$ cat config.mk
export PLATFORM = sky130hd
export DESIGN_NAME = mexp_rl_seq
export DESIGN_NICKNAME = d
export VERILOG_FILES = /design/src/rtl/mexp_pkg.sv /design/src/rtl/mexp_feed.sv /design/src/rtl/mexp_slot_track.sv /design/src/rtl/mexp_cmd_dec.sv /design/src/rtl/mexp_ctrl.sv /design/src/rtl/mexp_rl_seq.sv
export SDC_FILE = /design/constraint.sdc
export NUM_CORES = 1
export LEC_CHECK = 0
export ABC_AREA = 1
export BUFFER_PORTS_ARGS = -buffer_cell sky130_fd_sc_hd__buf_4
export CELL_PAD_IN_SITES_DETAIL_PLACEMENT = 1
export CELL_PAD_IN_SITES_GLOBAL_PLACEMENT = 2
export CORE_ASPECT_RATIO = 0.9
export CORE_MARGIN = 3
export CORE_UTILIZATION = 33
export CTS_CLUSTER_SIZE = 12
export DETAILED_ROUTE_END_ITERATION = 10
export PLACE_DENSITY = 0.88
export SLEW_MARGIN = 20
export SYNTH_ARGS = -nofsm -noshare
export SYNTH_HDL_FRONTEND = slang
export SYNTH_HIERARCHICAL = 1
export SYNTH_SLANG_ARGS = --single-unit
$ cat constraint.sdc
create_clock -name clk_i -period 3.3 [get_ports clk_i]
set_input_delay 0.66 -clock clk_i [delete_from_list [all_inputs] [get_ports clk_i]]
set_output_delay 0.66 -clock clk_i [all_outputs]
set_load 0.1 [all_outputs]
$ cat src/rtl/mexp_pkg.sv
package mexp_pkg;
  localparam int unsigned NSLOT = 2;

  typedef enum logic [2:0] {
    SRC_BASE = 3'd0,
    SRC_R2   = 3'd1,
    SRC_ONE  = 3'd2,
    SRC_X    = 3'd3,
    SRC_Y    = 3'd4
  } src_e;

  typedef enum logic [1:0] {
    DST_NONE = 2'd0,
    DST_X    = 2'd1,
    DST_Y    = 2'd2
  } dst_e;

  typedef enum logic [1:0] {
    PH_IDLE  = 2'd0,
    PH_MAP   = 2'd1,
    PH_LOOP  = 2'd2,
    PH_REMAP = 2'd3
  } phase_e;

  typedef enum logic [1:0] {
    ST_IDLE  = 2'd0,
    ST_ISSUE = 2'd1,
    ST_FEED  = 2'd2,
    ST_WAIT  = 2'd3
  } st_e;

  typedef struct packed {
    src_e a;
    src_e b;
    dst_e d;
    logic en;
  } cmd_t;
endpackage

$ cat src/rtl/mexp_feed.sv
module mexp_feed #(
  parameter int unsigned OP_W  = 64,
  parameter int unsigned IDX_W = (OP_W > 1) ? $clog2(OP_W) : 1
) (
  input  logic             clk_i,
  input  logic             rst_ni,
  input  logic             kick_i,
  output logic             valid_o,
  output logic [IDX_W-1:0] idx_o,
  output logic             last_o
);
  localparam logic [IDX_W-1:0] LAST_IDX = IDX_W'(OP_W - 1);

  logic             run_q;
  logic [IDX_W-1:0] cnt_q;

  always_ff @(posedge clk_i or negedge rst_ni) begin
    if (!rst_ni) begin
      run_q <= 1'b0;
      cnt_q <= '0;
    end else if (kick_i) begin
      run_q <= 1'b1;
      cnt_q <= '0;
    end else if (run_q) begin
      if (cnt_q == LAST_IDX) run_q <= 1'b0;
      else                   cnt_q <= cnt_q + 1'b1;
    end
  end

  assign valid_o = run_q;
  assign idx_o   = cnt_q;
  assign last_o  = run_q && (cnt_q == LAST_IDX);

  AST_FEED_FROM_ZERO: assert property (@(posedge clk_i) disable iff (!rst_ni)
    $rose(valid_o) |-> idx_o == '0);
  AST_FEED_ENDS: assert property (@(posedge clk_i) disable iff (!rst_ni)
    last_o |=> !valid_o);
endmodule

$ cat src/rtl/mexp_slot_track.sv
module mexp_slot_track (
  input  logic clk_i,
  input  logic rst_ni,
  input  logic issue_i,
  input  logic done_i,
  output logic open_o
);
  logic pend_q;

  always_ff @(posedge clk_i or negedge rst_ni) begin
    if (!rst_ni) pend_q <= 1'b0;
    else         pend_q <= (pend_q & ~done_i) | issue_i;
  end

  // still outstanding after this cycle's strobe
  assign open_o = pend_q & ~done_i;

  AST_NO_REISSUE: assert property (@(posedge clk_i) disable iff (!rst_ni)
    issue_i |-> !pend_q);
endmodule

$ cat src/rtl/mexp_cmd_dec.sv
module mexp_cmd_dec
  import mexp_pkg::*;
(
  input  phase_e               phase_i,
  input  logic                 exp_bit_i,
  output cmd_t   [NSLOT-1:0]   cmd_o
);
  for (genvar g = 0; g < NSLOT; g++) begin : g_slot
    if (g == 0) begin : g_sq
      // squaring chain on X
      always_comb begin
        cmd_o[g] = '{a: SRC_BASE, b: SRC_BASE, d: DST_NONE, en: 1'b0};
        unique case (phase_i)
          PH_MAP:  cmd_o[g] = '{a: SRC_BASE, b: SRC_R2, d: DST_X, en: 1'b1};
          PH_LOOP: cmd_o[g] = '{a: SRC_X,    b: SRC_X,  d: DST_X, en: 1'b1};
          default: ;
        endcase
      end
    end else begin : g_acc
      // accumulator chain on Y
      always_comb begin
        cmd_o[g] = '{a: SRC_BASE, b: SRC_BASE, d: DST_NONE, en: 1'b0};
        unique case (phase_i)
          PH_MAP:   cmd_o[g] = '{a: SRC_ONE, b: SRC_R2,  d: DST_Y, en: 1'b1};
          PH_LOOP:  cmd_o[g] = '{a: SRC_Y,   b: SRC_X,   d: DST_Y, en: exp_bit_i};
          PH_REMAP: cmd_o[g] = '{a: SRC_Y,   b: SRC_ONE, d: DST_Y, en: 1'b1};
          default: ;
        endcase
      end
    end
  end
endmodule

$ cat src/rtl/mexp_ctrl.sv
module mexp_ctrl
  import mexp_pkg::*;
#(
  parameter int unsigned EXP_W = 32,
  parameter int unsigned LEN_W = $clog2(EXP_W + 1)
) (
  input  logic             clk_i,
  input  logic             rst_ni,
  input  logic             start_i,
  input  logic [EXP_W-1:0] exp_i,
  input  logic [LEN_W-1:0] exp_len_i,
  input  logic             feed_last_i,
  input  logic             all_clear_i,
  output logic             issue_cyc_o,
  output phase_e           phase_o,
  output logic             exp_bit_o,
  output logic             busy_o,
  output logic             done_o
);
  localparam logic [LEN_W-1:0] MAX_LEN = LEN_W'(EXP_W);

  st_e              st_q;
  phase_e           phase_q;
  logic [EXP_W-1:0] exp_q;
  logic [LEN_W-1:0] len_q;
  logic [LEN_W-1:0] idx_q;
  logic             done_q;
  logic [EXP_W-1:0] exp_sh;
  logic [LEN_W-1:0] len_clamp;

  assign len_clamp = (exp_len_i > MAX_LEN) ? MAX_LEN : exp_len_i;

  always_ff @(posedge clk_i or negedge rst_ni) begin
    if (!rst_ni) begin
      st_q    <= ST_IDLE;
      phase_q <= PH_IDLE;
      exp_q   <= '0;
      len_q   <= '0;
      idx_q   <= '0;
      done_q  <= 1'b0;
    end else begin
      done_q <= 1'b0;
      unique case (st_q)
        ST_IDLE: if (start_i) begin
          exp_q   <= exp_i;
          len_q   <= len_clamp;
          idx_q   <= '0;
          phase_q <= PH_MAP;
          st_q    <= ST_ISSUE;
        end
        ST_ISSUE: st_q <= ST_FEED;
        ST_FEED:  if (feed_last_i) st_q <= ST_WAIT;
        ST_WAIT:  if (all_clear_i) begin
          unique case (phase_q)
            PH_MAP: begin
              phase_q <= (len_q == '0) ? PH_REMAP : PH_LOOP;
              idx_q   <= '0;
              st_q    <= ST_ISSUE;
            end
            PH_LOOP: begin
              if (idx_q == len_q - 1'b1) phase_q <= PH_REMAP;
              else                       idx_q   <= idx_q + 1'b1;
              st_q <= ST_ISSUE;
            end
            default: begin
              phase_q <= PH_IDLE;
              st_q    <= ST_IDLE;
              done_q  <= 1'b1;
            end
          endcase
        end
        default: st_q <= ST_IDLE;
      endcase
    end
  end

  assign exp_sh      = exp_q >> idx_q;
  assign exp_bit_o   = exp_sh[0];
  assign issue_cyc_o = (st_q == ST_ISSUE);
  assign phase_o     = phase_q;
  assign busy_o      = (st_q != ST_IDLE);
  assign done_o      = done_q;

  AST_START_IGNORED: assert property (@(posedge clk_i) disable iff (!rst_ni)
    (busy_o && start_i) |=> ($stable(exp_q) && $stable(len_q)));
  AST_DONE_ONE_CYCLE: assert property (@(posedge clk_i) disable iff (!rst_ni)
    done_o |=> !done_o);
  AST_DONE_AFTER_REMAP: assert property (@(posedge clk_i) disable iff (!rst_ni)
    done_o |-> ($past(phase_q) == PH_REMAP));
  AST_LOOP_AFTER_MAP: assert property (@(posedge clk_i) disable iff (!rst_ni)
    (phase_q == PH_LOOP && $past(phase_q) != PH_LOOP) |-> $past(phase_q) == PH_MAP);
  AST_REMAP_ENTRY: assert property (@(posedge clk_i) disable iff (!rst_ni)
    (phase_q == PH_REMAP && $past(phase_q) != PH_REMAP)
      |-> ($past(phase_q) == PH_LOOP || $past(phase_q) == PH_MAP));
endmodule

$ cat src/rtl/mexp_rl_seq.sv
module mexp_rl_seq
  import mexp_pkg::*;
#(
  parameter int unsigned OP_W  = 64,
  parameter int unsigned EXP_W = 32,
  parameter int unsigned LEN_W = $clog2(EXP_W + 1),
  parameter int unsigned IDX_W = (OP_W > 1) ? $clog2(OP_W) : 1
) (
  input  logic                  clk_i,
  input  logic                  rst_ni,
  input  logic                  start_i,
  input  logic [EXP_W-1:0]      exp_i,
  input  logic [LEN_W-1:0]      exp_len_i,
  input  logic [1:0]            mul_done_i,
  output logic [1:0]            issue_o,
  output logic [1:0][2:0]       a_src_o,
  output logic [1:0][2:0]       b_src_o,
  output logic [1:0][1:0]       dst_o,
  output logic                  dig_valid_o,
  output logic [IDX_W-1:0]      dig_idx_o,
  output logic [1:0]            phase_o,
  output logic                  busy_o,
  output logic                  done_o
);
  cmd_t   [NSLOT-1:0] cmd;
  logic   [NSLOT-1:0] open_w;
  logic               issue_cyc;
  logic               exp_bit;
  logic               feed_last;
  phase_e             phase;

  mexp_ctrl #(.EXP_W(EXP_W), .LEN_W(LEN_W)) u_ctrl (
    .clk_i       (clk_i),
    .rst_ni      (rst_ni),
    .start_i     (start_i),
    .exp_i       (exp_i),
    .exp_len_i   (exp_len_i),
    .feed_last_i (feed_last),
    .all_clear_i (~|open_w),
    .issue_cyc_o (issue_cyc),
    .phase_o     (phase),
    .exp_bit_o   (exp_bit),
    .busy_o      (busy_o),
    .done_o      (done_o)
  );

  mexp_cmd_dec u_dec (
    .phase_i   (phase),
    .exp_bit_i (exp_bit),
    .cmd_o     (cmd)
  );

  mexp_feed #(.OP_W(OP_W), .IDX_W(IDX_W)) u_feed (
    .clk_i   (clk_i),
    .rst_ni  (rst_ni),
    .kick_i  (issue_cyc),
    .valid_o (dig_valid_o),
    .idx_o   (dig_idx_o),
    .last_o  (feed_last)
  );

  for (genvar g = 0; g < NSLOT; g++) begin : g_slot
    assign issue_o[g] = issue_cyc & cmd[g].en;
    assign a_src_o[g] = cmd[g].a;
    assign b_src_o[g] = cmd[g].b;
    assign dst_o[g]   = cmd[g].d;

    mexp_slot_track u_trk (
      .clk_i   (clk_i),
      .rst_ni  (rst_ni),
      .issue_i (issue_o[g]),
      .done_i  (mul_done_i[g]),
      .open_o  (open_w[g])
    );
  end

  assign phase_o = phase;

  AST_MAP_BOTH_SLOTS: assert property (@(posedge clk_i) disable iff (!rst_ni)
    (issue_o != 2'b00 && phase_o == 2'd1) |-> issue_o == 2'b11);
  AST_SQUARE_EACH_BIT: assert property (@(posedge clk_i) disable iff (!rst_ni)
    (busy_o && phase_o == 2'd2 && !dig_valid_o && $past(phase_o) != 2'd2) |-> issue_o[0]);
  AST_REMAP_SLOT1_ONLY: assert property (@(posedge clk_i) disable iff (!rst_ni)
    (issue_o != 2'b00 && phase_o == 2'd3) |-> issue_o == 2'b10);
  AST_ISSUE_NOT_IN_FEED: assert property (@(posedge clk_i) disable iff (!rst_ni)
    (issue_o != 2'b00) |-> !dig_valid_o);
endmodule

After elaboration in Yosys (flattened, before gate mapping)
Index checks and enable logic that the tools add are counted.
Widths: inputs -> output; s select.
- register bits: 58
- bits of input ports: 43
- output and inout port bits: 29
- logic and storage cells: 78
- add/sub/neg operators: 3
- order comparisons: 1
- eq/ne operators: 15
- shift operators: 1
- mux-type cells: 27
- bitwise operators: 8
- reductions and logical operators: 13
- operator list (kind ; count):
    $mux 6 ; 7
    $shr 32x6->1 ; 1
    $pmux 9 s3 ; 1
    $pmux 6 s2 ; 2
    $pmux 8 s2 ; 1
    $add 6x1->6 const B ; 2
    $mux 2 ; 5
    $eq 2x2->1 const B ; 4
    $mux 1 ; 8
    $ne 2x2->1 const B ; 4
    $pmux 2 s2 ; 2
    $pmux 2 s4 ; 1
    $eq 6x6->1 ; 1
    $eq 6x6->1 const B ; 1
    $gt 6x6->1 const B ; 1
    $logic_not 6->1 ; 1
    $ne 3x2->1 const B ; 2
    $reduce_bool 2->1 ; 3
    $sub 6x1->6 const B ; 1
    $reduce_and 5->1 ; 1
    $and 1x1->1 ; 4
    $eq 2x1->1 const B ; 2
    $reduce_and 2->1 ; 2
    $reduce_and 4->1 ; 1
    other kinds (7) ; 10

Longest topological paths before layout
Gate-level depths: netlist (run 1).
- depth in word-level cells: 6
- gate-level depth with buffers: 16
- gate-level depth less buffers: 15

Hierarchy
Netlist (run 1), hierarchy kept.
- by module, submodules not included (module ; instances ; cells an instance ; area each (um^2) ; seq. area each (um^2)):
    mexp_ctrl ; 1 ; 364 ; 2665.1 ; 1226.2
    mexp_feed ; 1 ; 53 ; 414.1 ; 175.2
    mexp_cmd_dec ; 1 ; 28 ; 196.4 ; 0.0
    mexp_slot_track ; 2 ; 6 ; 46.3 ; 25.0
    mexp_rl_seq ; 1 ; 5 ; 18.8 ; 0.0

Worst setup path before layout (run 1)
OpenSTA, ideal clock, no wires.
- kind: register to output
- start: reg u_ctrl.phase_q[1], in the netlist u_ctrl/phase_o[1]
- end: out a_src_o[5] (netlist bit)
- data arrival time: 2.468 ns
- data required time: 2.640 ns
- setup slack: 0.172 ns
- cell stages (with the launch flop): 4
- buffers on the path: 1
- cells stage by stage: dfrtp_1 ha_1 or2_1 buf_4
- RTL lines (item ; line ; text):
    start, declared ; mexp_ctrl.sv:23 ; phase_e phase_q;
    start signal, assigned ; mexp_ctrl.sv:56 ; phase_q <= (len_q == '0) ? PH_REMAP : PH_LOOP;
    end, declared ; mexp_rl_seq.sv:16 ; output logic [1:0][2:0] a_src_o,

==> results of run 1 <==
## where the power goes
part | leakage, nW | total (W) | internal [W] | switching [W]
clock network | 0.131 | 0.000864 | 0.000524 | 0.000340
logic | 1.39 | 0.00211 | 0.000552 | 0.00155
registers | 0.732 | 0.00121 | 0.000989 | 0.000220
total | 2.26 | 0.00418 | 0.00206 | 0.00211
## state kept, by name (all words and copies together) (netlist names)
signal               flops
g_slot.u_trk/pend_q      2
u_ctrl/done_o            1
u_ctrl/exp_q            32
u_ctrl/idx_q             6
u_ctrl/len_q             6
u_ctrl/phase_o           2
u_ctrl/st_q              2
u_feed/idx_o             6
u_feed/valid_o           1
## metal layers
| metal | share of wire (%) | vias up | GRT usage [%] |
|---|---|---|---|
| li1 | - | 1548 | - |
| met1 | 47 | 1487 | 22.3 |
| met2 | 49 | 44 | 29.4 |
| met3 | 3.0 | 12 | 3.08 |
| met4 | 1.6 | 0 | 6.10 |
| met5 | 0 | - | 0 |
## cell usage in the layout, fill, tap and decap left out, types with 2 or more instances in the layout
| master | n |
|---|---|
| nor2_1 | 29 |
| nand2_4 | 4 |
| clkinv_2 | 4 |
| inv_1 | 37 |
| nor2_2 | 3 |
| inv_2 | 8 |
| conb_1 | 6 |
| clkinvlp_4 | 2 |
| o22ai_1 | 6 |
| ha_1 | 15 |
| a21oi_4 | 2 |
| o21ai_0 | 21 |
| o21ai_1 | 6 |
| a21boi_1 | 2 |
| a21boi_0 | 2 |
| a21oi_1 | 9 |
| nor3b_1 | 2 |
| buf_4 | 67 |
| nand2_1 | 190 |
| dfrtp_1 | 56 |
| nand4_1 | 2 |
| xnor2_1 | 2 |
| nand2_2 | 6 |
| nor3_1 | 5 |
| clkbuf_16 | 9 |
| nand3_1 | 23 |
## cell type report
cell class / instances / area [sq um] / share of cell area, %
clock buffers: 11 / 243 / 5.74
clock inverters: 5 / 30.0 / 0.710
inverters: 48 / 186 / 4.41
multi-input cells: 339 / 1640 / 38.8
flip-flops and latches: 58 / 1460 / 34.4
well taps: 126 / 158 / 3.73
repair buffers: 68 / 514 / 12.2
## synth_stat cells, types with 2 or more instances
library cell	count
o22ai_1	6
dfrtp_1	58
o21ai_0	21
ha_1	15
nor2_1	29
inv_1	37
nand2_1	190
clkbuf_1	6
nor3b_1	2
o21ai_1	6
nand2_4	4
nor3_1	5
a21boi_0	2
a21oi_1	9
nand4_1	2
nor2_2	3
xnor2_1	2
buf_2	4
buf_4	12
a21oi_4	2
nand2_2	6
nand3_1	23
inv_2	9
a21boi_1	2
## metrics by stage
stage	power (W)	cells	hold WS, ps
2_1_floorplan	0.00285	467	364
4_1_cts	0.00423	655	445
3_3_place_gp	0.00327	639	457
6_report	0.00418	655	406
3_5_place_dp	0.00334	639	461
5_1_grt	0.00450	655	484
## path summary, 6_finish.rpt
check	from	end	slack [ps]	cells after the start
max	u_ctrl/idx_q[0]$_DFFE_PN0P_	issue_o[1]	250	14
max reg2reg	u_ctrl/idx_q[0]$_DFFE_PN0P_	g_slot[1].u_trk/pend_q$_DFF_PN0_	1320	15
min	rst_ni	u_ctrl/len_q[2]$_DFFE_PN0P_	410	1
max in group asynchronous	rst_ni	u_ctrl/idx_q[0]$_DFFE_PN0P_	2310	1
min reg2reg	g_slot[1].u_trk/pend_q$_DFF_PN0_	g_slot[1].u_trk/pend_q$_DFF_PN0_	470	2
min in group clk_i	g_slot[1].u_trk/pend_q$_DFF_PN0_	g_slot[1].u_trk/pend_q$_DFF_PN0_	470	2
## cell families (layout without fill, tap and decap cells)
group / count (synthesis) / count (layout) / synth area share [%]
simple gates: 267 / 267 / 33.2
buf+inv: 70 / 132 / 9.27
flops: 58 / 58 / 42.9
compound gates: 49 / 49 / 8.50
fa+ha+maj: 15 / 15 / 5.54
xor+xnor: 2 / 2 / 0.517
other cells: 1 / 6 / 0.111
## timing repair
| item | CTS | global route |
|---|---|---|
| gates resized for setup | 2 | 4 |
| cloned | 0 | 0 |
| buffers inserted | 0 | 0 |
| endpoints found under the setup margin | 1 | 1 |
| hold buffers | 0 | 0 |
==> flow_metrics.py, run 1 <==
metrics = {
    "sta": {
        "finalSetupTns_ps": 0,
        "max_slew_margin_pct": 48.9,
        "fin_crit_sh_pct": 92.4,
        "finalCriticalPeriod_ps": 3050,
        "rsz0062_at_grt": "no",
        "worst_slack_ps": 251,
        "fmax_ghz": 0.328,
        "hold_viol_final": 0,
        "drv_slew": 0,
        "setup_violations": 0,
        "tightest_slew_ps": 766,
        "fin_skew_ps": 5.79,
    },
    "place": {
        "placed_area_sq_um": 3940,
        "globalplace.congestion": 0.852,
        "port_buffers": 65,
        "dp_slack_ps": 301,
        "dp_hpwl_um": 6850,
    },
    "flow_run": {
        "maxCapViolCount": 0,
    },
    "global_routing": {
        "grt_pass1_vias": 3247,
        "gr-total-overflow": 0,
        "grt_use_total_pct": 17.3,
        "antenna_found_initial": 0,
        "grt_max_degree": 59,
        "grt_pass1_wl_um": 15900,
    },
    "routing": {
        "antenna_left": 0,
        "via_count": 3091,
        "dr.pass1.iters": 4,
        "wl_per_cell_um": 14.3,
        "routed_wl_um": 9370,
        "drc_errors": 0,
        "viasPerCell": 4.72,
        "drtIter0Drc": 126,
    },
    "logic_synthesis": {
        "synth_cell_type_count": 31,
        "syn_area_sq_um": 3390,
        "synth_ff_type": "dfrtp_1",
        "synth_top_cell_by_area": "dfrtp_1",
        "yosys_warnings": 6,
        "synth_top_area_share_pct": 42.9,
        "synth_edf_count": 0,
        "synth.avg_cell_area_sq_um": 7.33,
        "synth_area_leaders": "dfrtp_1, nand2_1, ha_1",
        "synth_cells": 462,
        "async_flop_share_pct": 100,
        "ys_seq_area_share_pct": 42.9,
        "ys_ff_latch": 58,
    },
    "worst_setup_path": {
        "crit_fanout": 19,
        "worstPathArrival_ps": 2390,
        "crit_family": "simple AND/OR/NAND/NOR gates",
        "cp_common_cell": "nand2_1",
        "max_stage_delay_ps": 580,
        "slowest_stage": "dfrtp_4",
        "crit_chain": "inv_6, nor2_1, o22ai_1, nand2_1, nand2_1, nand3_1, a21oi_1, nand2_1, nand2_1, nand2_1, nand2_1, nand2_1, inv_1, buf_6",
        "crit_type": "flip-flop to primary output",
        "cp-start-kind": "flip-flop",
        "cp_data_required_time_ps": 2640,
        "endpoint_kind": "primary output",
        "path_buf_inv": 3,
    },
    "cells_and_area": {
        "final_util_pct": 43.0,
        "nets": 582,
        "fillers": 1245,
        "areaGrowthSynthToFinish_pct": 24.8,
        "antenna_cells": 0,
        "drive_above_1_share_pct": 21.2,
        "final_cell_area_sq_um": 4230,
    },
    "clock_tree": {
        "clkTransAtPathRegs_ps": 50,
        "cts_max_level": 3,
        "cts_buffers": 9,
        "cts.sinks": 58,
        "clockBufferDepth": 2,
        "worst_skew_pair.late_latency_ps": 330,
        "clock-root-buffer": "clkbuf_16",
        "cts_tree": "done",
    },
    "die": {
        "die_w_um": 113,
        "coreArea_sq_um": 9830,
        "io_pins": 72,
        "core.rowCount": 34,
        "initial_core_util_pct": 34.5,
        "dieArea_sq_um": 11500,
        "die_h_um": 102,
    },
    "power": {
        "ir_worst_vdd_mv": 0.499,
        "pwr_density_cell_nw_per_um2": 988,
        "p_leak_nw": 2.26,
    },
    "outcome": {
        "status": "completed",
    },
    "min_path": {
        "hold_path_class": "primary input to asynchronous set/reset pin",
    },
}
Note: power is estimated with default switching activity, not from simulation.
==> inputs of run 2 (changes only) <==
- CTS_BUF_LIST: not set -> sky130_fd_sc_hd__clkbuf_16
- CTS_CLUSTER_SIZE: 12 -> 8
==> run 2 against run 1 <==
  * Routed wire length shrank 0.27%
  * Via count fell by 0.13%
  * First-iteration DRC count fell by 7.1%
  * Clock-buffer cell count decreased by 2
  * Flip-flop and latch count is the same
  * Register-to-register slack worse by 50 ps
  * Worst hold slack gained 2.3 ps
  * Largest cell class unchanged
  * Total power decreased by 0.76%
  * Utilization decreased by 0.10 points
==> flow_metrics.py, run 2 (synthesis gave the netlist of run 1 again) <==
metrics = {
    "clock_tree": {
        "cts_max_level": 3,
        "worst_skew_pair.late_latency_ps": 330,
        "cts.sinks": 58,
        "clkTransAtPathRegs_ps": 50,
        "clockBufferDepth": 2,
        "cts_buffers": 9,
        "cts_tree": "done",
        "clock-root-buffer": "clkbuf_16",
        "holdBufCountCts": 0,
        "post-cts-setup-buffer-count": 0,
    },
    "cells_and_area": {
        "final_cell_mix": "nand2_1, buf_4, dfrtp_1",
        "fillers": 1246,
        "top_register": "u_ctrl/exp_q",
        "nets": 582,
        "antenna_cells": 0,
        "final_util_pct": 42.9,
        "largest_register_ffs": 32,
        "drive_above_1_share_pct": 21.0,
        "multi_input_comb_area_sq_um": 1640,
        "seq_area_sq_um": 1460,
        "areaGrowthSynthToFinish_pct": 24.5,
        "final_common_cell": "nand2_1",
    },
    "sta": {
        "hold_viol_final": 0,
        "rsz0062_at_grt": "no",
        "max_slew_margin_pct": 49.0,
        "setup_violations": 0,
        "fmax_ghz": 0.323,
        "tightest_slew_ps": 765,
        "finalCriticalPeriod_ps": 3100,
        "finalSetupTns_ps": 0,
        "fin_crit_sh_pct": 93.8,
        "fin_skew_ps": 5.38,
        "drv_slew": 0,
    },
    "place": {
        "dp_hpwl_um": 6850,
        "globalplace.congestion": 0.852,
        "port_buffers": 65,
    },
    "die": {
        "die_h_um": 102,
        "coreArea_sq_um": 9830,
        "io_pins": 72,
        "core.rowCount": 34,
        "dieArea_sq_um": 11500,
        "initial_core_util_pct": 34.5,
        "die_w_um": 113,
    },
    "worst_setup_path": {
        "cp-start-kind": "flip-flop",
        "max_stage_delay_ps": 580,
        "crit_chain": "inv_6, nor2_1, o22ai_1, nand2_1, nand2_1, nand3_1, a21oi_1, nand2_1, nand2_1, nand2_1, nand2_1, nand2_1, inv_1, buf_6",
        "slowest_stage": "dfrtp_4",
        "cp_common_cell": "nand2_1",
        "crit_fanout": 19,
        "endpoint_kind": "primary output",
        "worstPathArrival_ps": 2440,
        "crit_type": "flip-flop to primary output",
        "cp_data_required_time_ps": 2640,
    },
    "routing": {
        "viasPerCell": 4.71,
        "drtIter0Drc": 117,
        "wl_per_cell_um": 14.3,
        "via_count": 3087,
        "dr.pass1.iters": 4,
        "routed_wl_um": 9350,
        "drc_errors": 0,
        "antenna_left": 0,
    },
    "global_routing": {
        "grt.met1_usage_pct": 22.3,
        "antenna_found_initial": 0,
        "grt_use_total_pct": 17.3,
        "grt_pass1_wl_um": 15900,
        "grt_max_degree": 59,
        "grt_pass1_vias": 3244,
        "use_met2_pct": 29.4,
        "gr-total-overflow": 0,
        "grt.met3_usage_pct": 3.08,
        "busiest_layer": "met2",
    },
    "flow_run": {
        "maxCapViolCount": 0,
    },
    "min_path": {
        "hold_path_class": "primary input to asynchronous set/reset pin",
    },
    "power": {
        "p_leak_nw": 2.26,
        "ir_worst_vdd_mv": 0.499,
        "pwr_density_cell_nw_per_um2": 983,
    },
    "outcome": {
        "status": "completed",
    },
}
run 2: metrics by stage:
stage | setup slack (ps) | instances | area, sq um | hold slack [ps] | total power [W]
after floorplan | 172 | 467 | 3410 | 364 | 0.00285
after global placement | 441 | 639 | 3940 | 457 | 0.00327
after CTS | 138 | 655 | 4210 | 445 | 0.00420
after global routing | 14.0 | 655 | 4220 | 484 | 0.00447
final | 203 | 655 | 4220 | 409 | 0.00415
after detailed placement | 301 | 639 | 3940 | 461 | 0.00334
run 2: repair_timing:
action,in CTS,in global routing
gates resized for setup,2,4
pin swaps,0,0
endpoints found under the setup margin,1,1
run 2: worst paths after layout:
| kind | start | endpoint | slack [ps] | depth (start not counted) |
|---|---|---|---|---|
| setup / recovery | u_ctrl/idx_q[0]$_DFFE_PN0P_ | issue_o[1] | 200 | 14 |
| hold / removal | rst_ni | u_ctrl/len_q[2]$_DFFE_PN0P_ | 410 | 1 |
| setup reg to reg | u_ctrl/idx_q[0]$_DFFE_PN0P_ | g_slot[1].u_trk/pend_q$_DFF_PN0_ | 1270 | 15 |
| hold reg to reg | g_slot[1].u_trk/pend_q$_DFF_PN0_ | g_slot[1].u_trk/pend_q$_DFF_PN0_ | 470 | 2 |
| max in group asynchronous | rst_ni | u_ctrl/idx_q[0]$_DFFE_PN0P_ | 2310 | 1 |
| min in group clk_i | g_slot[1].u_trk/pend_q$_DFF_PN0_ | g_slot[1].u_trk/pend_q$_DFF_PN0_ | 470 | 2 |
run 2: cell type report:
cell class                 instances  area share (%)
multi-input combinational        339            38.9
timing repair buffer              68            12.2
tap                              126            3.74
clock inverter                     7           0.890
sequential                        58            34.5
clock buffer                       9            5.34
inverter                          48            4.42
run 2: worst max-delay path, delay by kind of cell (launching register included):
family	cells	cell delay [ps]
buffers and inverters	3	480
AND/OR/NAND/NOR	9	610
AO/OA/AOI/OAI	2	440
flip-flops	1	580
run 2: power breakdown:
part           internal (W)  switching [W]
registers          0.000989       0.000220
clock network      0.000497       0.000334
logic              0.000552        0.00156
total               0.00204        0.00211
run 2: metal layers:
| metal | vias to the layer above | routed length (um) |
|---|---|---|
| met4 | 0 | 144 |
| met5 | - | 0 |
| met1 | 1482 | 4290 |
| met2 | 48 | 4610 |
| met3 | 10 | 303 |
| li1 | 1547 | - |
==> inputs of run 3 (changes only) <==
- MAX_ROUTING_LAYER: not set -> met4
==> run 3 against run 2 <==
  * Routed wire length decreased by 0.33%
  * Clock power is essentially flat
  * Combinational power is essentially flat
  * Final cell count did not move
  * Non-clock buffer count unchanged
  * Worst hold slack improved by 1.2 ps
  * Via count increased by 0.62%
  * Final area stayed put
  * Utilization is the same
==> flow_metrics.py, run 3 (synthesis gave the netlist of run 1 again) <==
metrics = {
    "clock_tree": {
        "holdBufCountCts": 0,
        "clkTransAtPathRegs_ps": 50,
        "post-cts-setup-buffer-count": 0,
        "cts_buffers": 9,
        "clockBufferDepth": 2,
        "cts.sinks": 58,
        "cts_max_level": 3,
        "clock-root-buffer": "clkbuf_16",
        "worst_skew_pair.late_latency_ps": 330,
        "cts_tree": "done",
    },
    "sta": {
        "setup_violations": 0,
        "hold_viol_final": 0,
        "finalCriticalPeriod_ps": 3090,
        "drv_slew": 0,
        "rsz0062_at_grt": "no",
        "finalSetupTns_ps": 0,
        "tightest_slew_ps": 766,
        "fmax_ghz": 0.323,
        "fin_crit_sh_pct": 93.7,
        "max_slew_margin_pct": 48.9,
        "fin_skew_ps": 4.55,
    },
    "global_routing": {
        "grt_pass1_vias": 3257,
        "antenna_found_initial": 0,
        "grt_use_total_pct": 17.8,
        "grt_max_degree": 59,
        "grt_pass1_wl_um": 15900,
        "gr-total-overflow": 0,
    },
    "routing": {
        "wl_per_cell_um": 14.2,
        "drtIter0Drc": 115,
        "dr.pass1.iters": 4,
        "via_count": 3106,
        "viasPerCell": 4.74,
        "antenna_left": 0,
        "drc_errors": 0,
        "routed_wl_um": 9320,
    },
    "worst_setup_path": {
        "max_stage_delay_ps": 580,
        "slowest_stage": "dfrtp_4",
        "endpoint_kind": "primary output",
        "reg2reg_slack_ps": 1270,
        "timing.rr.start": "u_ctrl/idx_q[0]$_DFFE_PN0P_",
        "reg2reg_depth": 15,
        "path_depth": 14,
        "cp_data_required_time_ps": 2640,
        "cp-start-kind": "flip-flop",
        "crit_type": "flip-flop to primary output",
        "cp_common_cell": "nand2_1",
        "cp-endpoint": "issue_o[1]",
        "r2r-end": "g_slot[1].u_trk/pend_q$_DFF_PN0_",
        "crit_fanout": 19,
        "path_buf_inv": 3,
        "crit_family": "flip-flops",
        "worstPathArrival_ps": 2430,
        "crit_path_start": "u_ctrl/idx_q[0]$_DFFE_PN0P_",
        "crit_chain": "inv_6, o21ai_0, o22ai_1, nand2_1, nand2_1, nand3_1, a21oi_1, nand2_1, nand2_1, nand2_1, nand2_1, nand2_1, inv_1, buf_6",
    },
    "die": {
        "dieArea_sq_um": 11500,
        "core.rowCount": 34,
        "coreArea_sq_um": 9830,
        "initial_core_util_pct": 34.5,
        "io_pins": 72,
        "die_h_um": 102,
        "die_w_um": 113,
    },
    "cells_and_area": {
        "final_util_pct": 42.9,
        "nets": 582,
        "largest_register_ffs": 32,
        "fillers": 1246,
        "final_cell_mix": "nand2_1, buf_4, dfrtp_1",
        "top_register": "u_ctrl/exp_q",
        "final_common_cell": "nand2_1",
        "drive_above_1_share_pct": 21.0,
        "antenna_cells": 0,
        "areaGrowthSynthToFinish_pct": 24.5,
    },
    "min_path": {
        "hold_path_class": "primary input to asynchronous set/reset pin",
    },
    "place": {
        "port_buffers": 65,
        "dp_hpwl_um": 6850,
        "globalplace.congestion": 0.866,
    },
    "power": {
        "p_total_w": 0.00415,
        "pwr_density_cell_nw_per_um2": 983,
        "p_leak_nw": 2.26,
        "ir_worst_vdd_mv": 0.499,
    },
    "outcome": {
        "status": "completed",
    },
    "flow_run": {
        "maxCapViolCount": 0,
    },
}
[run 3: cell counts in the layout (fill, tap and decap cells not counted)]
No cell type changed its count.
[run 3: layer usage]
layer | vias to the layer above | track usage (%) | routed length [um]
met4 | 0 | 6.10 | 131
met5 | - | - | 0
met1 | 1492 | 22.2 | 4270
li1 | 1550 | - | -
met2 | 51 | 29.5 | 4630
met3 | 13 | 3.02 | 289
[run 3: how the worst min path moves through the flow]
stage	from	end	slack [ps]	depth (start not counted)
after floorplan	rst_ni	g_slot[0].u_trk/pend_q$_DFF_PN0_	360	0
after global placement	g_slot[0].u_trk/pend_q$_DFF_PN0_	g_slot[0].u_trk/pend_q$_DFF_PN0_	460	2
after detailed placement	g_slot[1].u_trk/pend_q$_DFF_PN0_	g_slot[1].u_trk/pend_q$_DFF_PN0_	460	2
after CTS	rst_ni	u_ctrl/len_q[2]$_DFFE_PN0P_	440	1
after global routing	rst_ni	u_ctrl/len_q[2]$_DFFE_PN0P_	480	1
final	rst_ni	u_ctrl/len_q[2]$_DFFE_PN0P_	410	1
[run 3: what timing repair did]
action | CTS | global route
endpoints found under the hold margin | 0 | 0
gates resized for setup | 2 | 4
endpoints found under the setup margin | 1 | 1
[run 3: final cells by class]
| class | instances | area, sq um | area share [%] |
|---|---|---|---|
| multi-input combinational | 339 | 1640 | 38.9 |
| sequential | 58 | 1460 | 34.5 |
| timing repair buffer | 68 | 514 | 12.2 |
| clock buffer | 9 | 225 | 5.34 |
| inverter | 48 | 186 | 4.42 |
| tap | 126 | 158 | 3.74 |
| clock inverter | 7 | 37.5 | 0.890 |
[run 3: report_power, final]
group / total, W / internal (W) / switching [W]
Combinational: 0.00211 / 0.000552 / 0.00155
Clock: 0.000833 / 0.000497 / 0.000335
Sequential: 0.00121 / 0.000989 / 0.000218
Total: 0.00415 / 0.00204 / 0.00211
[run 3: per-stage QoR]
step	instance area [sq um]	setup WS, ps	cells	hold slack, ps
floorplan	3410	172	467	364
global placement	3940	441	639	457
detailed placement	3940	301	639	461
CTS	4210	138	655	445
global route	4220	13.9	655	484
finish	4220	207	655	410
